[src/rtl/bp_pkg.sv]
package bp_pkg;
  localparam int unsigned BP_PC_W   = 32;
  localparam int unsigned BP_IDX_W  = 8;
  localparam int unsigned BP_IDX_LSB = 2;
  localparam int unsigned BP_HIST_W = 3;

  typedef enum logic {
    MODE_STATIC  = 1'b0,
    MODE_DYNAMIC = 1'b1
  } bp_mode_e;
endpackage

[src/rtl/bp_hist_table.sv]
module bp_hist_table #(
  parameter int unsigned IDX_W  = bp_pkg::BP_IDX_W,
  parameter int unsigned HIST_W = bp_pkg::BP_HIST_W,
  localparam int unsigned ENTRIES = 1 << IDX_W
) (
  input  logic              clk_i,
  input  logic              rst_ni,
  input  logic [IDX_W-1:0]  rd_idx_i,
  output logic [HIST_W-1:0] rd_hist_o,
  input  logic              wr_en_i,
  input  logic [IDX_W-1:0]  wr_idx_i,
  input  logic              wr_taken_i
);
  logic [ENTRIES-1:0][HIST_W-1:0] hist_q;

  // read is combinational: same-cycle write is not forwarded
  assign rd_hist_o = hist_q[rd_idx_i];

  always_ff @(posedge clk_i or negedge rst_ni) begin
    if (!rst_ni) begin
      hist_q <= '0;
    end else if (wr_en_i) begin
      hist_q[wr_idx_i] <= {hist_q[wr_idx_i][HIST_W-2:0], wr_taken_i};
    end
  end

  assert_newest_bit_R3: assert property (@(posedge clk_i) disable iff (!rst_ni)
    wr_en_i |=> hist_q[$past(wr_idx_i)][0] == $past(wr_taken_i));

  assert_shift_age_R3: assert property (@(posedge clk_i) disable iff (!rst_ni)
    wr_en_i |=> hist_q[$past(wr_idx_i)][HIST_W-1:1] == $past(hist_q[wr_idx_i][HIST_W-2:0]));

  assert_idle_hold_R8: assert property (@(posedge clk_i) disable iff (!rst_ni)
    !wr_en_i |=> $stable(hist_q));
endmodule

[src/rtl/bp_dyn_vote.sv]
module bp_dyn_vote #(
  parameter int unsigned HIST_W = bp_pkg::BP_HIST_W,
  localparam int unsigned CNT_W = $clog2(HIST_W + 1)
) (
  input  logic [HIST_W-1:0] hist_i,
  output logic              taken_o
);
  logic [CNT_W-1:0] ones;

  always_comb begin
    ones = '0;
    for (int i = 0; i < HIST_W; i++) begin
      ones = ones + CNT_W'(hist_i[i]);
    end
    taken_o = (ones > CNT_W'(HIST_W / 2));
  end

  always_comb begin
    if (&hist_i) assert_all_taken_R4: assert (taken_o);
    if (hist_i == '0) assert_none_taken_R4: assert (!taken_o);
  end
endmodule

[src/rtl/bp_upd_arb.sv]
module bp_upd_arb #(
  parameter int unsigned PC_W    = bp_pkg::BP_PC_W,
  parameter int unsigned IDX_W   = bp_pkg::BP_IDX_W,
  parameter int unsigned IDX_LSB = bp_pkg::BP_IDX_LSB
) (
  input  logic             clk_i,
  input  logic             rst_ni,
  input  logic             rs0_valid_i,
  input  logic [PC_W-1:0]  rs0_pc_i,
  input  logic             rs0_taken_i,
  input  logic             rs1_valid_i,
  input  logic [PC_W-1:0]  rs1_pc_i,
  input  logic             rs1_taken_i,
  output logic             wr_en_o,
  output logic [IDX_W-1:0] wr_idx_o,
  output logic             wr_taken_o,
  output logic             drop_o
);
  logic collide;
  logic drop_q;
  logic unused_rs_pc;

  assign unused_rs_pc = ^{rs0_pc_i, rs1_pc_i};
  assign collide = rs0_valid_i & rs1_valid_i;

  // older slot wins the single write port
  always_comb begin
    wr_en_o    = rs0_valid_i | rs1_valid_i;
    wr_idx_o   = rs0_valid_i ? rs0_pc_i[IDX_LSB +: IDX_W] : rs1_pc_i[IDX_LSB +: IDX_W];
    wr_taken_o = rs0_valid_i ? rs0_taken_i : rs1_taken_i;
  end

  always_ff @(posedge clk_i or negedge rst_ni) begin
    if (!rst_ni) drop_q <= 1'b0;
    else         drop_q <= collide;
  end

  assign drop_o = drop_q;

  assert_drop_cause_R9: assert property (@(posedge clk_i) disable iff (!rst_ni)
    drop_o |-> $past(rs0_valid_i && rs1_valid_i));

  assert_drop_follows_R9: assert property (@(posedge clk_i) disable iff (!rst_ni)
    (rs0_valid_i && rs1_valid_i) |=> drop_o);

  assert_slot0_wins_R8: assert property (@(posedge clk_i) disable iff (!rst_ni)
    rs0_valid_i |-> (wr_en_o && wr_idx_o == rs0_pc_i[IDX_LSB +: IDX_W]));
endmodule

[src/rtl/mv_branch_predictor.sv]
module mv_branch_predictor #(
  parameter int unsigned PC_W    = bp_pkg::BP_PC_W,
  parameter int unsigned IDX_W   = bp_pkg::BP_IDX_W,
  parameter int unsigned IDX_LSB = bp_pkg::BP_IDX_LSB,
  parameter int unsigned HIST_W  = bp_pkg::BP_HIST_W
) (
  input  logic            clk_i,
  input  logic            rst_ni,
  input  logic [PC_W-1:0] lk_pc_i,
  input  logic            lk_back_i,
  input  logic            lk_hint_i,
  input  logic            lk_dyn_i,
  output logic            pred_taken_o,
  input  logic            rs0_valid_i,
  input  logic [PC_W-1:0] rs0_pc_i,
  input  logic            rs0_taken_i,
  input  logic            rs1_valid_i,
  input  logic [PC_W-1:0] rs1_pc_i,
  input  logic            rs1_taken_i,
  output logic            upd_drop_o
);
  import bp_pkg::*;

  logic [IDX_W-1:0]  rd_idx;
  logic [HIST_W-1:0] rd_hist;
  logic              dyn_taken;
  logic              stat_taken;
  logic              wr_en;
  logic [IDX_W-1:0]  wr_idx;
  logic              wr_taken;
  logic              unused_lk_pc;
  bp_mode_e          mode;

  assign unused_lk_pc = ^lk_pc_i;
  assign rd_idx = lk_pc_i[IDX_LSB +: IDX_W];
  assign mode   = bp_mode_e'(lk_dyn_i);

  bp_upd_arb #(.PC_W(PC_W), .IDX_W(IDX_W), .IDX_LSB(IDX_LSB)) u_arb (
    .clk_i       (clk_i),
    .rst_ni      (rst_ni),
    .rs0_valid_i (rs0_valid_i),
    .rs0_pc_i    (rs0_pc_i),
    .rs0_taken_i (rs0_taken_i),
    .rs1_valid_i (rs1_valid_i),
    .rs1_pc_i    (rs1_pc_i),
    .rs1_taken_i (rs1_taken_i),
    .wr_en_o     (wr_en),
    .wr_idx_o    (wr_idx),
    .wr_taken_o  (wr_taken),
    .drop_o      (upd_drop_o)
  );

  bp_hist_table #(.IDX_W(IDX_W), .HIST_W(HIST_W)) u_table (
    .clk_i      (clk_i),
    .rst_ni     (rst_ni),
    .rd_idx_i   (rd_idx),
    .rd_hist_o  (rd_hist),
    .wr_en_i    (wr_en),
    .wr_idx_i   (wr_idx),
    .wr_taken_i (wr_taken)
  );

  bp_dyn_vote #(.HIST_W(HIST_W)) u_vote (
    .hist_i  (rd_hist),
    .taken_o (dyn_taken)
  );

  // backward default, hint flips it
  assign stat_taken = lk_back_i ^ lk_hint_i;

  always_comb begin
    unique case (mode)
      MODE_DYNAMIC: pred_taken_o = dyn_taken;
      default:      pred_taken_o = stat_taken;
    endcase
  end

  assert_static_ignores_table_R6: assert property (@(posedge clk_i) disable iff (!rst_ni)
    (!lk_dyn_i && $stable(lk_back_i) && $stable(lk_hint_i) && $stable(lk_dyn_i))
      |-> $stable(pred_taken_o));
endmodule

[config.mk]
export PLATFORM = sky130hd
export DESIGN_NAME = mv_branch_predictor
export DESIGN_NICKNAME = d
export VERILOG_FILES = /design/src/rtl/bp_pkg.sv /design/src/rtl/bp_hist_table.sv /design/src/rtl/bp_dyn_vote.sv /design/src/rtl/bp_upd_arb.sv /design/src/rtl/mv_branch_predictor.sv
export SDC_FILE = /design/constraint.sdc
export NUM_CORES = 2
export LEC_CHECK = 0
export BUFFER_PORTS_ARGS = -buffer_cell sky130_fd_sc_hd__buf_2
export CORE_MARGIN = 3
export CORE_UTILIZATION = 47
export CTS_CLUSTER_DIAMETER = 30
export DETAILED_ROUTE_END_ITERATION = 10
export SLEW_MARGIN = 30
export SYNTH_ARGS = -nofsm -noshare
export SYNTH_HDL_FRONTEND = slang
export SYNTH_SLANG_ARGS = --single-unit
[constraint.sdc]
create_clock -name clk_i -period 8.2 [get_ports clk_i]
set_clock_uncertainty 0.05 [all_clocks]
set_input_delay 0.41 -clock clk_i [delete_from_list [all_inputs] [get_ports clk_i]]
set_output_delay 0.41 -clock clk_i [all_outputs]
set_load 0.1 [all_outputs]
==> run metrics <==
die area=around 0.089 sq mm; I/O Buffers=34; Syn Nets=3581; Core Region=about 0.084 sq mm; post_cts resized=0; CTS H-tree depth=4; Synth Cell Area=0.0400 sq mm; Placed Cells=between 4k and 5k; Crit path top cell by count=mux4_2; routed vias/inst=around 6.7; startpoint types=input port; Fin Hold WS=between 0.2 and 0.25 ns; Worst Setup End Kind=output pin; post-place setup slack=around 2.1 ns; Clock Tree Buf Depth=3; Synth Instances=3475; vias in the first global route=approximately 33k; Max VDD drop=between 0.0002 and 0.00025 V; Die Y=298 um; fillcell total=6767; setup TNS=0 ns; Final ANT Viol Nets=0; final core occ=between 50% and 60%; largest net degree at the start of global routing=about 180; CP max FO=65; Critical Path AT=about 5.6 ns; Post-CTS Setup Inserts=0; drt initial violations=3957; hold bufs inserted after CTS=2; Power Total=roughly 12 mW; final WL=approximately 140000 um; DRC viols=0; Worst-Margin Slew=around 1.1 ns; Ys Warns=0; RSZ-0062 raised after global routing=no; Max Clk Rate=~170 MHz; EDFF count, synth=0; Initial Util=a little under half; total global routing overflow=0; Yosys cell types=66; power density over the cells=~260 mW/mm^2; Synth area leader=dfrtp_1; final setup fails=0; #FFs+latches synth=around 770; Post-DP Area=0.0411 sq mm; post-route cell area=between 0.04 and 0.05 sq mm; required time of the critical path=roughly 7.7 ns; Final HPWL DP=around 85000 um; DR vias=31.8k; critical path type=input port to output pin; worst-path cell chain=buf_8 > buf_4 > mux4_2 > mux4_2 > a22o_1 > a221oi_1 > o22ai_1 > a211o_1 > ha_1 > o21ai_0 > a2111oi_1 > buf_2; routed len/inst=between 20 and 30 um; Clock Sinks=approximately 770; DIE WIDTH=just under 300 um; setup ws final=2.15 ns; Main synth FF type=dfrtp_1; slowest stage delay, CP=roughly 0.85 ns; most area-consuming cells after synthesis=dfrtp_1, mux2_2, mux4_2; drt pass-1 iters=7; fin crit period=just over 6 ns; CTS tree=built; total track usage=roughly a third; layout cells sized above 1=between 30% and 40%; Worst-path clk slew=around 0.040 ns; first-pass GRT wire length=between 200000 and 250000 um; area grow syn2layout=18.3%; Worst slew margin=between 20 and 30%; initial antenna violation count=9; sequential-to-total area share from yosys stat=slightly below 50%; CP max stage cell=a2111oi_1; CTS Root Buffer Type=clkbuf_16; clk_lat worst skew=~0.74 ns; Final Slew Violations=0; Final Cycle Share=73.8%; max_cap viols=0; outcome=completed; asr flop ratio synth=100%; syn avg cell area=11.5 sq um; Hold WC Path Type=input port to asynchronous set/reset pin; Final #Nets=around 3.6k; top cell type's share of synthesized area=about half; row cnt=approximately 110; leakage power=roughly 20 nW; I/O Pins=between 100 and 150; fin cells=4764; routability cong.=slightly below 0.9; cts bufs inserted=172; Final Hold Viols=0
-- power breakdown --
part | internal, mW | total (mW) | switching, mW
clock | 4.97 | 7.27 | 2.30
sequential | 3.95 | 4.06 | 0.115
combinational | 0.284 | 0.903 | 0.620
total | 9.20 | 12.2 | 3.03
-- layout by cell type, fill, tap and decap left out, types with 24 or more instances in the layout --
master     instances
o21ai_0          347
mux2i_1           32
a21boi_0          86
bufinv_16         25
mux4_2           215
dfrtp_1          769
nand2_1          294
clkbuf_8          34
a41oi_1           53
clkinv_2          24
clkbuf_16        174
nand3_1           39
a21oi_1          213
mux2_2           430
o41ai_1           39
o21ai_1           39
buf_2             30
nor2_1           331
buf_4             69
a22oi_1          124
-- cell families after synthesis --
family | synth area share (%)
compound gates | 15.4
flops | 48.1
simple gates | 7.74
mux | 25.0
buf+inv | 3.65
xor+xnor | 0.0219
fa+ha+maj | 0.0313
-- registers in the layout (all words and copies together) (netlist names) --
| register | cells |
|---|---|
| u_arb.drop_o | 1 |
| u_table.hist_q | 768 |
-- worst max-delay path, delay by kind of cell --
kind | cells | cell delay (ns)
buffers and inverters | 3 | 1.68
adder cells (fa/ha/maj) | 1 | 0.27
AO/OA/AOI/OAI | 6 | 2.03
multiplexers | 2 | 1.13
-- cell type report --
class                      instances  area, sq um  share of cell area [%]
clock inverter                    92         1310                    2.76
tap                             1134         1420                    3.00
timing repair buffer             117          988                    2.09
antenna                            5         12.5                  0.0264
clock buffer                     226         4880                    10.3
inverter                           5         18.8                  0.0396
multi-input combinational       2416        19500                    41.1
sequential                       769        19200                    40.6
-- synth_stat cells, types with 53 or more instances --
cell / n
mux4_2: 215
nor2_1: 337
a21oi_1: 214
a21boi_0: 86
dfrtp_1: 769
buf_2: 73
o21ai_0: 347
mux2_2: 430
clkbuf_1: 155
a22oi_1: 124
a41oi_1: 53
nand2_1: 301
-- metal layers --
layer  vias to the layer above  wire (um)  GRT usage, %
met1                     16200      55000          42.0
met4                         8       7870          16.8
met2                      2013      61200          45.9
met5                         -         82         0.379
li1                      13100          -             -
met3                       512      16100          9.79
-- worst paths after layout --
| kind | from | end | slack [ns] | depth (start not counted) |
|---|---|---|---|---|
| max reg2reg | u_table.hist_q[75] | u_table.hist_q[130] | 3.55 | 8 |
| max | lk_pc_i[2] | pred_taken_o | 2.15 | 12 |
| min | rst_ni | u_table.hist_q[665] | 0.23 | 2 |
| max in group asynchronous | rst_ni | u_table.hist_q[434] | 5.95 | 4 |
| min in group clk_i | rs1_taken_i | u_table.hist_q[75] | 0.29 | 4 |
| min reg2reg | u_table.hist_q[188] | u_table.hist_q[188] | 0.43 | 2 |
No activity file was read; power rests on OpenSTA's default activity.
